$ cat src/rtl/phy_irq_pkg.sv
package phy_irq_pkg;

    localparam int REG_W  = 16;
    localparam int N_STAT = 10;

    // status vector positions
    localparam int S_ENERGY  = 0;
    localparam int S_ANDONE  = 1;
    localparam int S_RFAULT  = 2;
    localparam int S_LINK    = 3;
    localparam int S_PDF     = 4;
    localparam int S_PAGE    = 5;
    localparam int S_TXOVF   = 6;
    localparam int S_TXUNF   = 7;
    localparam int S_IDLE    = 8;
    localparam int S_RESTART = 9;

    // flag register bit positions (software decodes these)
    localparam int F_TXOVF  = 10;
    localparam int F_TXUNF  = 9;
    localparam int F_IDLE   = 8;
    localparam int F_ENERGY = 7;
    localparam int F_ANDONE = 6;
    localparam int F_RFAULT = 5;
    localparam int F_LDOWN  = 4;
    localparam int F_PDF    = 2;
    localparam int F_PAGE   = 1;

    localparam logic [REG_W-1:0] RW_BITS = 16'h07F6;
    localparam logic [REG_W-1:0] CLR_ON_FLAG_READ = 16'h00F6;

    typedef struct packed {
        logic [REG_W-1:0] mask;
        logic [REG_W-1:0] flags;
    } irq_regs_t;

endpackage

$ cat src/rtl/phy_irq_sync.sv
module phy_irq_sync #(
    parameter int W      = 10,
    parameter int STAGES = 2
) (
    input  logic         clk,
    input  logic         rst_n,
    input  logic [W-1:0] d,
    output logic [W-1:0] q
);
    logic [W-1:0] stg_d [STAGES];
    logic [W-1:0] stg_q [STAGES];

    always_comb begin
        for (int i = 0; i < STAGES; i++) begin
            if (i == 0) stg_d[i] = d;
            else        stg_d[i] = stg_q[i-1];
        end
    end

    generate
        for (genvar g = 0; g < STAGES; g++) begin : g_stage
            always_ff @(posedge clk) begin
                if (!rst_n) stg_q[g] <= '0;
                else        stg_q[g] <= stg_d[g];
            end
        end
    endgenerate

    assign q = stg_q[STAGES-1];
endmodule

$ cat src/rtl/phy_irq_edge.sv
module phy_irq_edge #(
    parameter int W = 10
) (
    input  logic         clk,
    input  logic         rst_n,
    input  logic [W-1:0] lvl,
    output logic [W-1:0] rise,
    output logic [W-1:0] fall
);
    logic [W-1:0] prev_d, prev_q;

    always_comb begin
        prev_d = lvl;
        rise   = lvl & ~prev_q;
        fall   = ~lvl & prev_q;
    end

    always_ff @(posedge clk) begin
        if (!rst_n) prev_q <= '0;
        else        prev_q <= prev_d;
    end

    // an edge pulse lasts a single cycle
    p_rise_single_r4: assert property (@(posedge clk) disable iff (!rst_n)
        (rise != '0) |=> ((rise & $past(rise)) == '0));
endmodule

$ cat src/rtl/phy_irq_ctrl.sv
module phy_irq_ctrl
    import phy_irq_pkg::*;
#(
    parameter int ADDR_W      = 5,
    parameter int SYNC_STAGES = 2,
    parameter int MASK_ADDR   = 30,
    parameter int FLAG_ADDR   = 29,
    parameter int STAT_ADDR   = 1,
    parameter int ANEXP_ADDR  = 6,
    parameter int IDLE_ADDR   = 10
) (
    input  logic              clk,
    input  logic              rst_n,
    input  logic [ADDR_W-1:0] reg_addr,
    input  logic              reg_wr_en,
    input  logic [REG_W-1:0]  reg_wdata,
    input  logic              reg_rd_en,
    output logic [REG_W-1:0]  reg_rdata,
    input  logic              energy_on,
    input  logic              an_done,
    input  logic              rem_fault,
    input  logic              link_up,
    input  logic              pd_fault,
    input  logic              page_rx,
    input  logic              tx_ovf,
    input  logic              tx_unf,
    input  logic              idle_ovf,
    input  logic              an_restart,
    output logic              irq_n
);
    localparam logic [ADDR_W-1:0] A_MASK  = ADDR_W'(MASK_ADDR);
    localparam logic [ADDR_W-1:0] A_FLAG  = ADDR_W'(FLAG_ADDR);
    localparam logic [ADDR_W-1:0] A_STAT  = ADDR_W'(STAT_ADDR);
    localparam logic [ADDR_W-1:0] A_ANEXP = ADDR_W'(ANEXP_ADDR);
    localparam logic [ADDR_W-1:0] A_IDLE  = ADDR_W'(IDLE_ADDR);

    logic [N_STAT-1:0] stat_raw, stat_sync, rise, fall;
    irq_regs_t         st_d, st_q;
    logic [REG_W-1:0]  set_ev, clr_ev;
    logic              rd_flag, rd_stat, rd_anexp, rd_idle, wr_mask, link_lost;

    always_comb begin
        stat_raw            = '0;
        stat_raw[S_ENERGY]  = energy_on;
        stat_raw[S_ANDONE]  = an_done;
        stat_raw[S_RFAULT]  = rem_fault;
        stat_raw[S_LINK]    = link_up;
        stat_raw[S_PDF]     = pd_fault;
        stat_raw[S_PAGE]    = page_rx;
        stat_raw[S_TXOVF]   = tx_ovf;
        stat_raw[S_TXUNF]   = tx_unf;
        stat_raw[S_IDLE]    = idle_ovf;
        stat_raw[S_RESTART] = an_restart;
    end

    phy_irq_sync #(.W(N_STAT), .STAGES(SYNC_STAGES)) i_sync (
        .clk(clk), .rst_n(rst_n), .d(stat_raw), .q(stat_sync)
    );

    phy_irq_edge #(.W(N_STAT)) i_edge (
        .clk(clk), .rst_n(rst_n), .lvl(stat_sync), .rise(rise), .fall(fall)
    );

    always_comb begin
        rd_flag   = reg_rd_en && (reg_addr == A_FLAG);
        rd_stat   = reg_rd_en && (reg_addr == A_STAT);
        rd_anexp  = reg_rd_en && (reg_addr == A_ANEXP);
        rd_idle   = reg_rd_en && (reg_addr == A_IDLE);
        wr_mask   = reg_wr_en && (reg_addr == A_MASK);
        link_lost = fall[S_LINK];

        set_ev           = '0;
        set_ev[F_TXOVF]  = rise[S_TXOVF];
        set_ev[F_TXUNF]  = rise[S_TXUNF];
        set_ev[F_IDLE]   = rise[S_IDLE];
        set_ev[F_ENERGY] = rise[S_ENERGY];
        set_ev[F_ANDONE] = rise[S_ANDONE];
        set_ev[F_RFAULT] = rise[S_RFAULT];
        set_ev[F_LDOWN]  = fall[S_LINK];
        set_ev[F_PDF]    = rise[S_PDF];
        set_ev[F_PAGE]   = rise[S_PAGE];

        clr_ev           = rd_flag ? CLR_ON_FLAG_READ : '0;
        clr_ev[F_TXOVF]  = fall[S_TXOVF];
        clr_ev[F_TXUNF]  = fall[S_TXUNF];
        clr_ev[F_IDLE]   = rd_idle;
        clr_ev[F_ENERGY] = clr_ev[F_ENERGY] | fall[S_ENERGY];
        clr_ev[F_ANDONE] = clr_ev[F_ANDONE] | fall[S_ANDONE];
        clr_ev[F_RFAULT] = clr_ev[F_RFAULT] | fall[S_RFAULT] | rd_stat;
        clr_ev[F_LDOWN]  = clr_ev[F_LDOWN] | rd_stat;
        clr_ev[F_PDF]    = clr_ev[F_PDF] | fall[S_PDF] | rd_anexp
                         | rise[S_RESTART] | link_lost;
        clr_ev[F_PAGE]   = clr_ev[F_PAGE] | fall[S_PAGE] | rd_anexp
                         | rise[S_RESTART] | link_lost;

        st_d = st_q;
        if (wr_mask) st_d.mask = reg_wdata & RW_BITS;
        // a set in the same cycle as a clear wins
        st_d.flags = (set_ev | (st_q.flags & ~clr_ev)) & RW_BITS;
    end

    always_ff @(posedge clk) begin
        if (!rst_n) st_q <= '0;
        else        st_q <= st_d;
    end

    always_comb begin
        if (reg_addr == A_MASK)      reg_rdata = st_q.mask;
        else if (reg_addr == A_FLAG) reg_rdata = st_q.flags;
        else                         reg_rdata = '0;
        irq_n = ~|(st_q.mask & st_q.flags);
    end

    p_rst_clear_r2: assert property (@(posedge clk)
        $rose(rst_n) |-> (st_q == '0));

    p_mask_hold_r3: assert property (@(posedge clk) disable iff (!rst_n)
        !wr_mask |=> $stable(st_q.mask));

    p_flag_nowrite_r3: assert property (@(posedge clk) disable iff (!rst_n)
        (reg_wr_en && reg_addr == A_FLAG && set_ev == '0)
        |=> ((st_q.flags & ~$past(st_q.flags)) == '0));

    p_rd_clear_r5: assert property (@(posedge clk) disable iff (!rst_n)
        (rd_flag && (set_ev & CLR_ON_FLAG_READ) == '0)
        |=> ((st_q.flags & CLR_ON_FLAG_READ) == '0));

    p_idle_sticky_r9: assert property (@(posedge clk) disable iff (!rst_n)
        (st_q.flags[F_IDLE] && !rd_idle) |=> st_q.flags[F_IDLE]);

    p_set_wins_r10: assert property (@(posedge clk) disable iff (!rst_n)
        (set_ev != '0) |=> ((st_q.flags & $past(set_ev)) == $past(set_ev)));

    p_quiet_mask_r1: assert property (@(posedge clk) disable iff (!rst_n)
        (wr_mask && reg_wdata == '0) |=> irq_n);
endmodule

$ cat config.mk
export PLATFORM = sky130hd
export DESIGN_NAME = phy_irq_ctrl
export DESIGN_NICKNAME = d
export VERILOG_FILES = /design/src/rtl/phy_irq_pkg.sv /design/src/rtl/phy_irq_sync.sv /design/src/rtl/phy_irq_edge.sv /design/src/rtl/phy_irq_ctrl.sv
export SDC_FILE = /design/constraint.sdc
export NUM_CORES = 1
export LEC_CHECK = 0
export CAP_MARGIN = 15
export CORE_MARGIN = 1.5
export CORE_UTILIZATION = 60
export DETAILED_ROUTE_END_ITERATION = 12
export DONT_BUFFER_PORTS = 1
export PLACE_DENSITY = 0.79
export SYNTH_ARGS = -nofsm -noshare
export SYNTH_HDL_FRONTEND = slang
export SYNTH_SLANG_ARGS = --single-unit
$ cat constraint.sdc
create_clock -name clk -period 1.9 [get_ports clk]
set_input_delay 0.475 -clock clk [delete_from_list [all_inputs] [get_ports clk]]
set_output_delay 0.475 -clock clk [all_outputs]
set_load 0.05 [all_outputs]
======== Word-level counts from Yosys, hierarchy flattened ========
Memory sizes are Yosys's and may differ from the RTL's.
Index checks and enable logic that the tools add are counted.
storage, ports and cells
  register bits after elaboration ......... 28
  RAM bits ................................ 20
  input port bits ......................... 35
  output and inout port bits .............. 17
  logic and storage cells ................. 46
  memories kept ........................... 1
memory list
  name          words  bits a word  rd ports  clocked after Yosys merged registers in  wr ports  line                RTL
  i_sync.stg_q  2      10           2         0                                        2         phy_irq_sync.sv:11  logic [W-1:0] stg_q [STAGES];
operators by class
  equality and inequality tests ........... 5
  multiplexer cells ....................... 7
  bitwise logic cells ..................... 23
  reductions and logical operators ........ 7
operator list
  operator                                             count
  AND 11 bit                                           2
  2-to-1 mux 10 bit                                    2
  2-to-1 mux 16 bit                                    1
  OR reduction 16 bit                                  1
  bitwise OR 1 bit                                     15
  2-to-1 mux 11 bit                                    1
  NOT 11 bit                                           1
  bitwise OR 11 bit                                    1
  AND 10 bit                                           1
  equality test 5 bit, second input constant           2
  NOT 10 bit                                           1
  AND 8 bit                                            1
  2-to-1 mux 8 bit                                     1
  NOT 8 bit                                            1
  equality test 5 x 1 -> 1 bit, second input constant  1
  equality test 5 x 3 -> 1 bit, second input constant  1
  equality test 5 x 4 -> 1 bit, second input constant  1
  logical AND 1 bit                                    5
  2-to-1 mux 1 bit                                     2
  logical NOT 1 bit                                    1

======== Logic depth before layout (Yosys ltp) ========
Gate-level depths: netlist of run 1.
  depth after elaboration ................. 10
  depth in mapped cells ................... 4
  mapped depth without buffers ............ 3

======== Modules after synthesis ========
Synthesis of run 1 repeated with hierarchy kept, for this count alone.
second synthesis, totals
  cells, all modules ...................... 195
  area, all modules ....................... 1,940.6 um^2
by module, submodules not included
  module        times used  cells each  area each (um^2)  seq. area each (um^2)
  phy_irq_ctrl  1           113         991.0             360.3
  phy_irq_sync  1           42          561.8             400.4
  phy_irq_edge  1           40          387.9             200.2

======== Least setup slack after synthesis of run 1 ========
OpenSTA, ideal clock, no wires.
  kind .................................... reg-to-output
  start ................................... register st_q[9] in the netlist's numbering
  end ..................................... output irq_n
  arrival ................................. 1.910 ns
  data required time ...................... 1.425 ns
  path slack .............................. -0.485 ns
  stages on the path, launching flop included .. 4
  buffers on the path ..................... 0
  cells stage by stage .................... dfxtp_1 -> a222oi_1 -> nand3_1 -> a221oi_1
on the way
  cells in the longest elaborated chain, start to end .. 3
RTL lines
  what                    line                 RTL
  from (decl)             phy_irq_ctrl.sv:38   irq_regs_t st_d, st_q;
  from (signal assigned)  phy_irq_ctrl.sv:104  else st_q <= st_d;
  AND 11 bit              phy_irq_ctrl.sv:111  irq_n = ~|(st_q.mask & st_q.flags);
  OR reduction 16 bit     phy_irq_ctrl.sv:111
  logical NOT 1 bit       phy_irq_ctrl.sv:111
  to (decl)               phy_irq_ctrl.sv:29   output logic irq_n
Every way passes these cells.

======== Worst setup path in the final report of run 1 ========
  start ................................... register st_q[25] in the netlist's numbering
  end ..................................... output irq_n
Same word-level chain as after synthesis.

==> results.py, run 1 <==
metrics = {
    "critical_path": {
        "crit_fanout": 2,
        "critPathLaunchType": "register",
        "critPathKind": "register to output port",
        "worstSetupEndpointType": "output port",
        "crit_required_ns": 1.42,
        "cp_data_arrival_time_ns": 1.59,
    },
    "timing": {
        "rsz0062_at_grt": "true",
        "clock.fmax_ghz": 0.484,
        "final-setup-viol-count": 1,
        "fin_ws_ns": -0.168,
        "clock_skew_ns": 0.0105,
        "finalCriticalPeriod_ns": 2.07,
        "drv_slew": 0,
        "hold_violations": 0,
        "fin_crit_sh": 1.09,
    },
    "synth": {
        "synth-seq-cells": 48,
        "yosysTopAreaCellShare": 0.529,
        "synth_area_um2": 1820,
        "yosysMostFrequentCell": "dfxtp_1",
        "ys_seq_area_frac": 0.529,
        "synthTopCellsByCount": "dfxtp_1, and2_1, nand2_1",
        "synth-warning-count": 0,
        "synth_area_leaders": "dfxtp_1, and2_1, mux2i_1",
        "ys_types": 32,
        "yosysTopAreaCell": "dfxtp_1",
        "syn_inst": 185,
        "synthFlopType": "dfxtp_1",
        "syn_avg_cell_area_um2": 9.82,
        "async_reset_ff_frac": 0,
        "synth_edf_count": 0,
    },
    "global_routing": {
        "antenna_found_initial": 0,
        "grt_max_degree": 61,
        "grt_overflow": 0,
        "track_usage": 0.191,
        "grt_pass1_wl_mm": 4.84,
        "grt_pass1_vias": 1188,
    },
    "power_and_ir_drop": {
        "vdd_drop_max_v": 0.000677,
        "power.leakage_uw": 0.000797,
        "total_power_uw": 1620,
        "powerDensity_nw_per_um2": 773,
    },
    "route": {
        "wl_per_cell_um": 12.4,
        "drt.antenna.violating_nets": 0,
        "num_vias": 1279,
        "dr.pass1.iters": 9,
        "post_drt_via_cell_ratio": 5.56,
        "drt_wl_total_mm": 2.84,
        "drtIter0Drc": 59,
        "drc": 4,
    },
    "layout": {
        "final_cells": 230,
        "fillers": 205,
        "fin_nets": 233,
        "syn_to_final_growth_pct": 15.5,
        "drive_gt1_frac": 0.136,
        "design_area_um2": 2100,
        "n_antenna_cell": 0,
    },
    "floorplanning": {
        "die_w_um": 58.0,
        "die_area_um2": 3370,
        "core_area_um2": 2810,
        "rows": 19,
        "initial_core_util": 0.648,
        "io_pins": 52,
        "die_height_um": 58.0,
    },
    "clock_network": {
        "cts_max_level": 2,
        "cts_buffer_depth": 2,
        "cts_buffers": 5,
        "clk_pin_slew_worst_paths_ns": 0.12,
        "cts.sinks": 48,
        "hold_buffers": 0,
        "cts_tree": "yes",
        "cts-root-buf": "clkbuf_4",
        "clk_latency_ns": 0.34,
    },
    "place": {
        "portBuffers": 0,
        "dp_hpwl_mm": 2.21,
        "place.gp.congestion": 0.838,
        "place_inst": 220,
        "placed_area_um2": 2020,
    },
    "outcome": {
        "status": "finished with violations",
        "violations": "design-rule violations, negative setup slack",
    },
    "run": {
        "maxCapViolations": 0,
    },
    "worst_hold_path": {
        "hold_class": "primary input to register",
    },
}
==> registers in the layout (all words and copies together) (netlist names) <==
name / cells
st_q: 18
i_sync.stg_q: 20
i_edge.prev_q: 10
==> through the flow <==
step / TNS (ns) / hold slack [ns] / util / setup WS [ns]
6_report: -0.168 / 0.258 / 0.748 / -0.168
5_1_grt: -0.291 / 0.216 / 0.748 / -0.291
4_1_cts: -0.202 / 0.242 / 0.748 / -0.202
3_5_place_dp: 0 / 0.422 / 0.721 / 0.0639
3_3_place_gp: 0 / 0.414 / 0.721 / 0.104
2_1_floorplan: 0 / 0.412 / - / 0.00298
==> layer usage <==
layer	GRT usage	routed length, um
met4	0.0797	37
met2	0.339	1450
met5	0	0
met1	0.200	1150
met3	0.0759	201
==> cells by family after synthesis <==
group	after synthesis	share of synthesized area
compound gates	29	0.121
mux	9	0.0496
fa+ha+maj	2	0.0110
simple gates	72	0.218
buf+inv	24	0.0696
other cells	1	0.00206
flops	48	0.529
==> cells in the final DEF, fill, tap and decap left out, types with 3 or more instances in the layout <==
cell type  count
inv_1         10
nand3_1        5
o21ai_0        7
dfxtp_1       46
and2_1        32
nand2_1       23
buf_4          4
o211ai_1       3
conb_1         7
clkbuf_4       5
buf_12        10
a22o_1         9
nand2b_1       3
mux2i_1        9
==> worst max-delay path, stage by stage, from the launching register on <==
cell      delay (ns)
dfxtp_2         0.34
a222oi_1        0.32
nand3_1         0.17
a221oi_4        0.25
buf_12          0.17
==> what timing repair did <==
action	4_1_cts	5_1_grt
endpoints found under the hold margin	0	0
pin swaps	2	2
gates resized for setup	2	0
setup buffers	2	0
setup endpoints to repair	1	1
==> area by class of cell <==
type                            count  area [um2]  share of cell area
Timing Repair Buffer               14         230               0.110
Tap cell                           31        38.8              0.0185
Multi-Input combinational cell    119         769               0.367
Clock buffer                        8        58.8              0.0280
Inverter                           10        37.5              0.0179
Sequential cell                    48         963               0.459
==> power breakdown <==
group | total [uW] | internal (uW) | switching [uW] | leakage [uW]
registers | 1060 | 1040 | 18.3 | 0.000394
clock network | 462 | 183 | 279 | 0.0000326
logic | 98.8 | 37.4 | 61.4 | 0.000370
==> worst paths after layout <==
path	start	endpoint	slack (ns)	cells past startpoint
hold / removal	link_up	i_sync.stg_q[0][3]	0.26	1
setup / recovery	st_q[25]	irq_n	-0.17	4
hold reg to reg	i_sync.stg_q[0][5]	i_sync.stg_q[1][5]	0.45	1
setup reg to reg	st_q[9]	st_q[9]	0.85	3
(Power assumes the default switching activity.)
==> run 2: changes to the inputs <==
--- a/config.mk
+++ b/config.mk
@@ -11,6 +11,7 @@
 export DETAILED_ROUTE_END_ITERATION = 12
 export DONT_BUFFER_PORTS = 1
 export PLACE_DENSITY = 0.79
+export SLEW_MARGIN = 15
 export SYNTH_ARGS = -nofsm -noshare
 export SYNTH_HDL_FRONTEND = slang
 export SYNTH_SLANG_ARGS = --single-unit
==> results of run 2 <==
Final layout, timing and power as in run 1 (identical DEF).
==> run 3: changes to the inputs <==
--- a/config.mk
+++ b/config.mk
@@ -11,6 +11,7 @@
 export DETAILED_ROUTE_END_ITERATION = 12
 export DONT_BUFFER_PORTS = 1
 export PLACE_DENSITY = 0.79
+export SKIP_LAST_GASP = 1
 export SLEW_MARGIN = 15
 export SYNTH_ARGS = -nofsm -noshare
 export SYNTH_HDL_FRONTEND = slang
==> results of run 3 <==
Final layout, timing and power as in run 1 (identical DEF).
